**config.mk**
```make
export PLATFORM = sky130hd
export DESIGN_NAME = addr_tenure_seq
export DESIGN_NICKNAME = d
export VERILOG_FILES = /design/src/rtl/ats_pkg.sv /design/src/rtl/ats_mode_latch.sv /design/src/rtl/ats_tenure_fsm.sv /design/src/rtl/ats_addr_drv.sv /design/src/rtl/addr_tenure_seq.sv
export SDC_FILE = /design/constraint.sdc
export NUM_CORES = 1
export LEC_CHECK = 0
export BUFFER_PORTS_ARGS = -buffer_cell sky130_fd_sc_hd__buf_2
export CORE_MARGIN = 5
export CORE_UTILIZATION = 46
export DETAILED_ROUTE_END_ITERATION = 6
export GPL_ROUTABILITY_DRIVEN = 0
export PLACE_DENSITY_LB_ADDON = 0.2
export SYNTH_ARGS = -nofsm -noshare
export SYNTH_HDL_FRONTEND = slang
export SYNTH_HIERARCHICAL = 1
export SYNTH_SLANG_ARGS = --single-unit
```
**constraint.sdc**
```tcl
create_clock -name clk -period 1.7 [get_ports clk]
set_input_delay 0.34 -clock clk [delete_from_list [all_inputs] [get_ports clk]]
set_output_delay 0.34 -clock clk [all_outputs]
set_load 0.03 [all_outputs]
```
**src/rtl/ats_pkg.sv**
```systemverilog
`timescale 1ns/1ps
// Shared types for the address tenure sequencer.
package ats_pkg;
    // Address-phase position of the sequencer.
    typedef enum logic [1:0] {
        PH_IDLE = 2'd0,  // no tenure; bus may be taken
        PH_ADDR = 2'd1,  // tenure active, waiting for acknowledge
        PH_TURN = 2'd2   // legacy turnaround, bus undriven
    } phase_t;
endpackage

```
**src/rtl/ats_mode_latch.sv**
```systemverilog
`timescale 1ns/1ps
// Mode latch.
// Samples the mode pin on every reset cycle, so the value present in the
// last reset cycle decides extended (1) or legacy (0) mode. After reset the
// same pin selects keep-driven operation, honoured only in extended mode.
// Assumes the pin is synchronous to clk.
module ats_mode_latch (
    input  logic clk,
    input  logic rst_n,
    input  logic mode_pin,
    output logic ext_mode,
    output logic drv_mode
);
    logic ext_q;
    logic drv_q;

    // Capture mode during reset, then track keep-driven request.
    always_ff @(posedge clk) begin
        if (!rst_n) begin
            ext_q <= mode_pin;
            drv_q <= 1'b0;
        end else begin
            drv_q <= ext_q & mode_pin;
        end
    end

    assign ext_mode = ext_q;
    assign drv_mode = drv_q;
endmodule

```
**src/rtl/ats_tenure_fsm.sv**
```systemverilog
`timescale 1ns/1ps
// Tenure sequencer.
// Decides when a tenure may start, pulses transfer start for one cycle and
// ends the tenure on an acknowledge taken no earlier than the cycle after
// transfer start. Legacy mode inserts a turnaround phase; extended mode may
// start the next tenure straight from the acknowledge cycle.
// Assumes bus_grant/bus_busy describe the coming cycle's ownership.
module ats_tenure_fsm
    import ats_pkg::*;
(
    input  logic   clk,
    input  logic   rst_n,
    input  logic   ext_mode,
    input  logic   req_valid,
    input  logic   bus_grant,
    input  logic   bus_busy,
    input  logic   addr_ack,
    output phase_t phase,
    output logic   ts_q,
    output logic   start
);
    phase_t phase_q;
    phase_t phase_d;
    logic   ack_ok;
    logic   slot_free;
    logic   grant_ok;

    // Qualify acknowledge and grant for this cycle.
    always_comb begin
        ack_ok    = (phase_q == PH_ADDR) && !ts_q && addr_ack;
        grant_ok  = bus_grant && !bus_busy;
        slot_free = (phase_q == PH_IDLE) || (phase_q == PH_TURN) ||
                    (ack_ok && ext_mode);
        start     = slot_free && req_valid && grant_ok;
    end

    // Next phase selection.
    always_comb begin
        phase_d = phase_q;
        unique case (phase_q)
            PH_IDLE: if (start) phase_d = PH_ADDR;
            PH_ADDR: begin
                if (start)       phase_d = PH_ADDR;
                else if (ack_ok) phase_d = ext_mode ? PH_IDLE : PH_TURN;
            end
            PH_TURN: phase_d = start ? PH_ADDR : PH_IDLE;
            default: phase_d = PH_IDLE;
        endcase
    end

    // Phase and transfer-start registers.
    always_ff @(posedge clk) begin
        if (!rst_n) begin
            phase_q <= PH_IDLE;
            ts_q    <= 1'b0;
        end else begin
            phase_q <= phase_d;
            ts_q    <= start;
        end
    end

    assign phase = phase_q;
endmodule

```
**src/rtl/ats_addr_drv.sv**
```systemverilog
`timescale 1ns/1ps
// Address driver.
// Loads address, attributes and per-byte even parity when a tenure starts
// and holds them until the next start. Derives the driver enable from the
// tenure phase and the keep-driven flag.
// Assumes AW is a multiple of 8.
module ats_addr_drv #(
    parameter int AW = 32,
    parameter int TW = 8,
    localparam int NB = AW / 8
) (
    input  logic          clk,
    input  logic          rst_n,
    input  logic          load,
    input  logic [AW-1:0] req_addr,
    input  logic [TW-1:0] req_attr,
    input  logic          in_tenure,
    input  logic          hold_drv,
    output logic [AW-1:0] addr_q,
    output logic [TW-1:0] attr_q,
    output logic [NB-1:0] par_q,
    output logic          addr_oe
);
    logic [NB-1:0] par_next;

    // One even-parity bit per address byte.
    for (genvar b = 0; b < NB; b++) begin : g_par
        assign par_next[b] = ^req_addr[8*b +: 8];
    end

    // Capture the request at tenure start; hold otherwise.
    always_ff @(posedge clk) begin
        if (!rst_n) begin
            addr_q <= '0;
            attr_q <= '0;
            par_q  <= '0;
        end else if (load) begin
            addr_q <= req_addr;
            attr_q <= req_attr;
            par_q  <= par_next;
        end
    end

    // Drive during a tenure, or always in keep-driven operation.
    assign addr_oe = in_tenure || hold_drv;
endmodule

```
**src/rtl/addr_tenure_seq.sv**
```systemverilog
`timescale 1ns/1ps
// Address tenure sequencer, top level.
// Ties the mode latch, the tenure sequencer and the address driver together.
// Assumes one request is offered at a time and is removed on req_pop.
module addr_tenure_seq #(
    parameter int AW = 32,
    parameter int TW = 8,
    localparam int NB = AW / 8
) (
    input  logic          clk,
    input  logic          rst_n,
    input  logic          mode_pin,
    input  logic          req_valid,
    input  logic [AW-1:0] req_addr,
    input  logic [TW-1:0] req_attr,
    output logic          req_pop,
    input  logic          bus_grant,
    input  logic          bus_busy,
    input  logic          addr_ack,
    output logic          ts_out,
    output logic [AW-1:0] addr_out,
    output logic [TW-1:0] attr_out,
    output logic [NB-1:0] par_out,
    output logic          addr_oe,
    output logic          drv_status
);
    import ats_pkg::*;

    logic   ext_mode;
    logic   drv_mode;
    phase_t phase;
    logic   start;
    logic   in_tenure;

    ats_mode_latch u_mode (
        .clk      (clk),
        .rst_n    (rst_n),
        .mode_pin (mode_pin),
        .ext_mode (ext_mode),
        .drv_mode (drv_mode)
    );

    ats_tenure_fsm u_fsm (
        .clk       (clk),
        .rst_n     (rst_n),
        .ext_mode  (ext_mode),
        .req_valid (req_valid),
        .bus_grant (bus_grant),
        .bus_busy  (bus_busy),
        .addr_ack  (addr_ack),
        .phase     (phase),
        .ts_q      (ts_out),
        .start     (start)
    );

    // A tenure occupies the bus while in the address phase.
    assign in_tenure = (phase == PH_ADDR);

    ats_addr_drv #(.AW(AW), .TW(TW)) u_drv (
        .clk       (clk),
        .rst_n     (rst_n),
        .load      (start),
        .req_addr  (req_addr),
        .req_attr  (req_attr),
        .in_tenure (in_tenure),
        .hold_drv  (drv_mode),
        .addr_q    (addr_out),
        .attr_q    (attr_out),
        .par_q     (par_out),
        .addr_oe   (addr_oe)
    );

    assign req_pop    = start;
    assign drv_status = drv_mode;
endmodule

```
==> results of run 1 <==
-- repair_timing --
action	in CTS	in global routing
buffers inserted	1	0
endpoints found under the hold margin	0	0
hold buffers	0	0
setup endpoints to repair	1	0
resized for setup	1	0
-- cells in the mapped netlist, types with 2 or more instances --
master | instances | area, um2
mux2i_1 | 40 | 400.4
buf_6 | 3 | 33.78
nand2b_1 | 2 | 12.51
dfxtp_1 | 48 | 960.9
o21ai_0 | 4 | 20.02
clkbuf_1 | 4 | 15.01
a21oi_1 | 5 | 25.02
nor2b_1 | 40 | 250.2
xnor2_1 | 28 | 245.2
-- sequential cells by signal, indices dropped and copies added, names as in the netlist --
| signal | flops |
|---|---|
| u_mode/ext_mode | 1 |
| u_drv/addr_q | 32 |
| u_mode/drv_mode | 1 |
| u_fsm/phase | 2 |
| u_drv/par_q | 4 |
| u_drv/attr_q | 8 |
| u_fsm/ts_q | 1 |
-- power by group --
group / total, mW / internal, mW / switching [mW]
combinational: 0.457 / 0.215 / 0.242
sequential: 1.22 / 1.19 / 0.0219
clock: 0.687 / 0.332 / 0.354
-- layout make-up --
| type | count | share of cell area [%] |
|---|---|---|
| repair buffers | 101 | 20.04 |
| clock buffers | 8 | 3.279 |
| flip-flops and latches | 49 | 36.07 |
| inverters | 1 | 0.1366 |
| well taps | 52 | 2.368 |
| multi-input cells | 130 | 38.11 |
-- critical path, stage by stage (launching register included) --
cell and delay, ps:
dfxtp_1 360, nand4bb_1 260, a21oi_4 180, buf_4 170
-- routing by layer --
layer / share of wire, % / up-vias
met1: 44 / 710
li1: - / 815
met4: 0.71 / 0
met5: 0 / -
met3: 8.2 / 4
met2: 47 / 54
-- through the flow --
stage	utilization [%]	cells	hold slack, ps	power, mW	instance area [um2]
6_report	62.67	341	227.0	2.359	2748
5_1_grt	62.67	341	214.6	2.476	2748
4_1_cts	62.67	341	215.5	2.395	2748
3_5_place_dp	60.39	332	496.5	1.701	2648
3_3_place_gp	60.39	332	489.2	1.697	2648
2_1_floorplan	-	189	438.9	1.551	2103
-- how the worst max path moves through the flow --
stage / start / to / slack, ps / cells after the start
finish: u_fsm/phase[1] / req_pop / 90 / 3
global route: u_fsm/phase[1] / req_pop / 30 / 3
CTS: u_fsm/phase[1] / req_pop / 70 / 3
detailed placement: bus_busy / u_drv/addr_q[27] / 170 / 6
global placement: bus_busy / u_drv/addr_q[5] / 210 / 6
floorplan: u_fsm/ts_q / u_drv/addr_q[10] / 10 / 6
-- cell families (layout without fill, tap and decap cells) --
group | Yosys count | count (layout) | synth area share, %
AOI/OAI and AO/OA | 11 | 11 | 2.925
DFF | 49 | 49 | 47.28
xor gates and xnor gates | 28 | 28 | 11.70
and+or+nand+nor | 51 | 51 | 15.88
muxes | 40 | 40 | 19.10
buffers and inverters | 10 | 110 | 3.104
==> summary.txt, run 1 <==
Status
  • Run status: complete, no violations

Setup path
  • Worst-path maximum fanout: 5
  • R2R cell count: 6
  • Startpoint types: flip-flop
  • CP Class: reg -> out
  • Reg2reg end: u_drv/addr_q[27]
  • Reg-to-reg slack, setup: 120 ps
  • Crit end category: primary output
  • FF-to-FF Start: u_fsm/phase[1]
  • Worst Path Required: 1360 ps
  • Arrival @ worst endpoint: 1270 ps

Floorplan
  • Rows: 24
  • I/O Pins: 95
  • Die height: 77.50 um
  • Die Wd: 77.50 um
  • Die area: 6006 um2
  • Initial Util: 47.80%
  • Core ar.: 4384 um2

Logic synthesis
  • Post-Synthesis Cells: 189
  • Seq/Total Area, Yosys: 47.28%
  • Syn. warnings: 6
  • Syn_nets: 236
  • Post-synth design cell area: 2096 um2
  • Post-synth ARST share: 0%
  • Post-synthesis cell type count: 24
  • Avg Inst Size Synth: 11.09 um2
  • EDFF count, synth: 1
  • Top FF cell, synth: dfxtp_1
  • Synthesis-stage register bit count: 49

STA
  • PnR worst setup slack: 89.91 ps
  • Shortest period the worst path allows: 1610 ps
  • Fmax: 621.1 MHz
  • Unrepaired setup endpoints after global routing: false
  • Clock skew: 7.527 ps
  • Max Slew Vio Count: 0
  • Worst slew pin tran: 557.5 ps
  • # setup viols final: 0
  • Final hold vios: 0
  • Slew HR: 62.83%
  • Period Utilization, post-route: 94.71%
  • Final TNS setup: 0 ps

Route
  • Antenna Nets Post-Route: 0
  • DR vias/cell: 4.642
  • DR iter-0 viols: 46
  • Pre-Repair DR Iteration Count: 4
  • Routed wire per std cell: 12.47 um
  • Via count: 1583
  • DR DRC count: 0
  • Post-Route WL: 4252 um

Clocking
  • CTS H-tree lvls: 2
  • Clk sinks: 49
  • Clk Latency, worst-skew pair: 290 ps
  • CTS tree: done
  • Clock buffer count from CTS: 5
  • Reg clk slew, reported paths: 90 ps
  • Max Root-Sink Buffers: 2
  • Clock root buffer: clkbuf_8

GRT
  • Largest net degree at the start of global routing: 37
  • GRT Util Overall: 13.82%
  • Most Crowded Layer GR: met2
  • Initial antenna violation count: 0
  • GRT met1 Usage: 17.10%
  • Met3 Track Usage GR: 5.324%
  • Grt ovf: 0
  • Vias in the first global route: 1557
  • First-pass GRT wire length: 6927 um
  • Met2 usage: 22.31%

Final layout
  • Most frequent cells in the layout: buf_2, dfxtp_1, mux2i_1, nor2b_1, xnor2_1
  • Ant diodes: 0
  • Register Area: 991.0 um2
  • Fillcell total: 379
  • Fraction of layout cells with a size suffix above 1: 38.06%
  • Multi-input combinational cell area: 1047 um2
  • Commonest non-fill, non-tap cell in the layout: buf_2
  • Nets: 335
  • Area growth from synthesis to layout: 31.10%

Worst hold path
  • Hold Path Cell Cnt: 1
  • Worst hold endpoint: u_mode/ext_mode
  • Hold path startpoint: mode_pin
  • Hold Crit Class: in -> reg

Power
  • Worst vdd rail ir drop: 433.5 uV
  • Leak: 1.190 nW
  • Power density cells: 858.6 nW/um2

Job
  • Max-cap violations: 0

Placed design
  • Pre-CTS setup slack: 166.1 ps
  • Dpl hpwl: 3197 um
  • I/O Buffers: 94
(Power assumes the default switching activity.)
==> run 2: changes to the inputs <==
- ABC_AREA: unset -> 1
- CORE_MARGIN: 5 -> unset
- CORE_UTILIZATION: 46 -> 48
==> summary.txt, run 2 <==
Status
  • Run status: finished, violations left
  • Failing checks: DRC

GRT
  • GRT met1 Usage: 25.22%
  • Most Crowded Layer GR: met2
  • Met2 usage: 37.57%
  • GRT Util Overall: 20.98%
  • Met3 Track Usage GR: 3.376%
  • Grt ovf: 0
  • Initial antenna violation count: 0
  • First-pass GRT wire length: 8542 um
  • Vias in the first global route: 2066
  • Largest net degree at the start of global routing: 46

Power
  • Final Power: 2.396 mW
  • Comb pwr share: 21.4%
  • Seq pwr share: 51.6%
  • Leak: 1.748 nW
  • Power density cells: 815.1 nW/um2
  • Clock Power Share: 26.9%
  • Sw Ratio: 30.24%
  • Sw Pwr: 724.5 uW
  • Internal Power: 1.671 mW
  • Worst vdd rail ir drop: 407.2 uV

STA
  • Unrepaired setup endpoints after global routing: false
  • Period Utilization, post-route: 95.99%
  • Final hold vios: 0
  • Hold WS: 241.2 ps
  • Worst slew pin tran: 289.2 ps
  • Shortest period the worst path allows: 1632 ps
  • Clock skew: 4.989 ps
  • # setup viols final: 0
  • Slew HR: 80.51%
  • Fmax: 612.8 MHz
  • Final TNS setup: 0 ps
  • Max Slew Vio Count: 0

Clocking
  • Clk sinks: 49
  • CTS hold repair buffers: 0
  • CTS H-tree lvls: 2
  • Clock root buffer: clkbuf_8
  • Max Root-Sink Buffers: 2
  • Clock buffer count from CTS: 5
  • Reg clk slew, reported paths: 80 ps
  • CTS tree: done
  • Clk Latency, worst-skew pair: 290 ps

Logic synthesis
  • Top FF cell, synth: dfxtp_1
  • Synthesis-stage register bit count: 49
  • Top post-synthesis cells by area: dfxtp_1, nand2_1, inv_1
  • Seq/Total Area, Yosys: 42.97%
  • Post-synth ARST share: 0%
  • Post-synth design cell area: 2306 um2
  • Count leader, synth: nand2_1
  • Post-Synthesis Cells: 360
  • Synth top cells by count: nand2_1, inv_1, dfxtp_1
  • Post-synth top area share: 41.67%
  • EDFF count, synth: 1
  • Largest area contributor in the synthesized netlist: dfxtp_1
  • Syn. warnings: 6
  • Avg Inst Size Synth: 6.405 um2
  • Post-synthesis cell type count: 20
  • Syn_nets: 407

Worst hold path
  • Hold Crit Class: in -> reg
  • Worst hold endpoint: u_mode/ext_mode
  • Hold path startpoint: mode_pin
  • Hold Path Cell Cnt: 1

Floorplan
  • Die Wd: 71.31 um
  • Die height: 71.31 um
  • Rows: 24
  • Core ar.: 4474 um2
  • Die area: 5085 um2
  • I/O Pins: 95
  • Initial Util: 51.54%

Route
  • Routed wire per std cell: 10.10 um
  • DR iter-0 viols: 57
  • Post-Route WL: 5120 um
  • Antenna Nets Post-Route: 0
  • DR DRC count: 7
  • Pre-Repair DR Iteration Count: 6
  • Via count: 2359
  • DR vias/cell: 4.653

Job
  • Max-cap violations: 0

Setup path
  • Arrival @ worst endpoint: 1290 ps
  • Crit-path cells: buf_4, inv_1, nor2_2, or2_2, buf_2
  • Crit end category: primary output
  • CP Class: reg -> out
  • Reg2reg end: u_drv/par_q[0]
  • Worst-path maximum fanout: 4
  • Crit path largest cell delay: 360 ps
  • R2R cell count: 12
  • Startpoint types: flip-flop
  • FF-to-FF Start: u_fsm/phase[0]
  • Critical-path top delay cell: dfxtp_4
  • Reg-to-reg slack, setup: 240 ps
  • Worst Path Required: 1360 ps

Final layout
  • Area growth from synthesis to layout: 27.46%
  • Most frequent cells in the layout: nand2_1, buf_2, inv_1, dfxtp_1, o21ai_0
  • Fraction of layout cells with a size suffix above 1: 25.71%
  • Ant diodes: 0
  • Reg with most FFs: u_drv/addr_q
  • Nets: 501
  • Max reg flops: 32
  • Commonest non-fill, non-tap cell in the layout: nand2_1
  • Final core utilization: 65.69%
  • Top Registers: u_drv/addr_q: 32 flops, u_drv/attr_q: 8 flops, u_drv/par_q: 4 flops

Placed design
  • I/O Buffers: 94
  • Dpl hpwl: 3875 um
## run 2: cell count changes after synthesis, sizes merged, moves of 34 or more
| cell | before | now |
|---|---|---|
| nor2b | 41 | 0 |
| inv | 1 | 51 |
| nor2 | 0 | 34 |
| o21ai | 4 | 41 |
| mux2i | 40 | 0 |
| nand2 | 1 | 125 |
## run 2: worst max-delay path by stage
stage,startpoint,end,slack [ps],cells past startpoint
2_1_floorplan,u_fsm/ts_q,u_drv/addr_q[0],40,8
3_3_place_gp,addr_ack,u_drv/attr_q[6],220,11
3_5_place_dp,addr_ack,u_drv/attr_q[7],150,11
4_1_cts,u_fsm/phase[0],req_pop,40,7
5_1_grt,u_fsm/phase[0],req_pop,20,7
6_report,u_fsm/phase[0],addr_oe,70,5
## run 2: worst max-delay path, delay by kind of cell, from the launching register on
family / cells / cell delay (ps)
flops: 1 / 360
buf+inv: 3 / 360
simple gates: 2 / 290
## run 2: power by group through the flow
| stage | Combinational (mW) | Sequential (mW) | Clock (mW) |
|---|---|---|---|
| 2_1_floorplan | 0.226 | 1.37 | 0 |
| 3_3_place_gp | 0.498 | 1.26 | 0 |
| 3_5_place_dp | 0.507 | 1.27 | 0 |
| 4_1_cts | 0.510 | 1.24 | 0.666 |
| 5_1_grt | 0.578 | 1.24 | 0.708 |
| 6_report | 0.513 | 1.24 | 0.646 |
## run 2: through the flow
| step | cells | setup slack, ps | area [um2] |
|---|---|---|---|
| final | 507 | 68.21 | 2939 |
| after global placement | 497 | 224.2 | 2829 |
| after CTS | 505 | 38.83 | 2915 |
| after floorplan | 360 | 37.66 | 2306 |
| after global routing | 507 | 19.84 | 2939 |
| after detailed placement | 497 | 149.4 | 2829 |
## run 2: cell families (layout without fill, tap and decap cells)
group,count (synthesis),count (layout),synth area share [%]
simple gates,172,172,29.19
compound gates,74,74,16.22
buf+inv,64,159,11.23
flops,49,49,42.97
xor+xnor,1,1,0.3799
## run 2: final cells by class
cell class                 instances  area, um2
fill                             412       1535
multi-input combinational        247       1056
sequential                        49      994.7
timing repair buffer             100      546.8
inverter                          51      193.9
clock buffer                       6      72.57
tap                               52      65.06
clock inverter                     2      10.01
## run 2: metal layers
layer | part of all wire (%) | vias up
li1 | - | 1300
met2 | 48 | 55
met1 | 47 | 999
met5 | 0 | -
met4 | 1.4 | 0
met3 | 4.2 | 5
## run 2: what timing repair did
item	in CTS	in global routing
resized for setup	2	4
pin swaps	0	2
buffers inserted	0	2
endpoints found under the setup margin	1	1
==> run 3: changes to the inputs <==
==> constraint.sdc (replaced) <==
create_clock -name clk -period 1.7 [get_ports clk]
set_input_delay 0.34 -clock clk [delete_from_list [all_inputs] [get_ports clk]]
set_output_delay 0.34 -clock clk [all_outputs]
set_load 0.02 [all_outputs]
==> summary.txt, run 3 (synthesis gave the netlist of run 2 again) <==
STA
  • Fmax: 637.3 MHz
  • Final hold vios: 0
  • Period Utilization, post-route: 92.30%
  • PnR worst setup slack: 130.9 ps
  • Clock skew: 7.217 ps
  • Final TNS setup: 0 ps
  • Max Slew Vio Count: 0
  • Slew HR: 81.97%
  • # setup viols final: 0
  • Worst slew pin tran: 270.4 ps
  • Unrepaired setup endpoints after global routing: false
  • Shortest period the worst path allows: 1569 ps

Power
  • Sw Pwr: 689.0 uW
  • Internal Power: 1.868 mW
  • Clock Power Share: 33.2%
  • Sw Ratio: 26.95%
  • Leak: 1.778 nW
  • Worst vdd rail ir drop: 355.6 uV
  • Seq pwr share: 48.4%
  • Power density cells: 856.0 nW/um2
  • Comb pwr share: 18.4%

Floorplan
  • I/O Pins: 95
  • Rows: 24
  • Core ar.: 4474 um2
  • Die height: 71.31 um
  • Die area: 5085 um2
  • Die Wd: 71.31 um
  • Initial Util: 51.54%

Clocking
  • Clock root buffer: clkbuf_8
  • Clk Latency, worst-skew pair: 290 ps
  • Clk sinks: 49
  • CTS H-tree lvls: 2
  • CTS hold repair buffers: 0
  • Reg clk slew, reported paths: 80 ps
  • CTS tree: done
  • Max Root-Sink Buffers: 2
  • Clock buffer count from CTS: 5

Final layout
  • Fillcell total: 420
  • Nets: 505
  • Top Registers: u_drv/addr_q: 32 flops, u_drv/attr_q: 8 flops, u_drv/par_q: 4 flops
  • Ant diodes: 0
  • Max reg flops: 32
  • Reg with most FFs: u_drv/addr_q
  • Commonest non-fill, non-tap cell in the layout: nand2_1
  • Area growth from synthesis to layout: 29.52%
  • Most frequent cells in the layout: nand2_1, buf_2, inv_1, dfxtp_1, o21ai_0
  • Fraction of layout cells with a size suffix above 1: 26.14%

Status
  • Failing checks: DRC
  • Run status: finished, violations left

Placed design
  • Pre-CTS setup slack: 156.7 ps
  • Dpl hpwl: 3950 um
  • I/O Buffers: 94

Setup path
  • Worst Path Required: 1360 ps
  • Worst-path maximum fanout: 5
  • Arrival @ worst endpoint: 1230 ps
  • Startpoint types: flip-flop
  • Crit path largest cell delay: 360 ps
  • Top delay family on crit path: flip-flops
  • Crit path buf inv count: 3
  • Critical-path top delay cell: dfxtp_2
  • Crit-path cells: inv_1, nor2_2, nand3_1, nand2_1, nand2_2, clkinv_4, buf_4
  • Crit end category: primary output
  • CP Class: reg -> out

Route
  • DR iter-0 viols: 116
  • Pre-Repair DR Iteration Count: 6
  • DR vias/cell: 4.697
  • Routed wire per std cell: 10.19 um
  • DR DRC count: 7
  • Via count: 2400
  • Antenna Nets Post-Route: 0
  • Post-Route WL: 5205 um

Job
  • Max-cap violations: 0

GRT
  • Grt ovf: 0
  • Initial antenna violation count: 0
  • GRT Util Overall: 21.27%
  • Vias in the first global route: 2129
  • First-pass GRT wire length: 8611 um
  • Largest net degree at the start of global routing: 36

Worst hold path
  • Hold Crit Class: in -> reg
run 3: per-stage QoR:
step | total power [mW] | utilization (%) | instance area [um2] | instances | hold WS, ps
finish | 2.557 | 66.75 | 2987 | 511 | 236.9
floorplan | 1.557 | - | 2306 | 360 | 438.9
global placement | 1.716 | 63.12 | 2824 | 498 | 469.6
CTS | 2.582 | 65.86 | 2947 | 506 | 226.7
detailed placement | 1.728 | 63.12 | 2824 | 498 | 483.6
global route | 2.694 | 66.75 | 2987 | 511 | 220.5
run 3: power by group through the flow:
stage	Clock, mW	Combinational [mW]	Sequential [mW]
finish	0.848	0.471	1.24
CTS	0.877	0.466	1.24
floorplan	0	0.224	1.33
detailed placement	0	0.463	1.26
global route	0.915	0.534	1.25
global placement	0	0.452	1.26
run 3: worst register-to-register path, cell delays in order, from the launching register on:
cell and delay [ps]:
dfxtp_2 360, inv_1 50, nor2_2 90, nand3_1 70
nand2_1 80, nand2_2 90, clkinv_4 60, buf_4 160
buf_4 220, nor2_1 60, nor2_1 90, nand2_1 60
inv_1 40
run 3: final timing paths:
kind              slack, ps  cells after the start         endpoint             from
setup / recovery        130                      7          req_pop   u_fsm/phase[0]
hold reg to reg         500                      2  u_drv/attr_q[0]  u_drv/attr_q[0]
hold / removal          240                      1  u_mode/ext_mode         mode_pin
setup reg to reg        190                     12   u_drv/par_q[3]   u_fsm/phase[0]
run 3: area by class of cell:
type,instances,area (um2),share of cell area [%]
Multi-Input combinational cell,247,1056,35.36
Inverter,51,196.4,6.577
Sequential cell,49,992.2,33.22
Tap cell,52,65.06,2.178
Clock inverter,1,30.03,1.005
Clock buffer,7,86.33,2.891
Timing Repair Buffer,104,560.5,18.77
run 3: what timing repair did:
item                       CTS  global route
setup endpoints to repair    1             1
gates resized for setup      3             2
buffers inserted             0             5
hold endpoints to repair     0             0
run 3: routing by layer:
layer	GRT usage (%)	up-vias	wire [um]
li1	-	1306	-
met1	25.60	1028	2405
met2	36.30	59	2487
met3	3.938	7	228
met4	10.89	0	84
met5	0	-	0
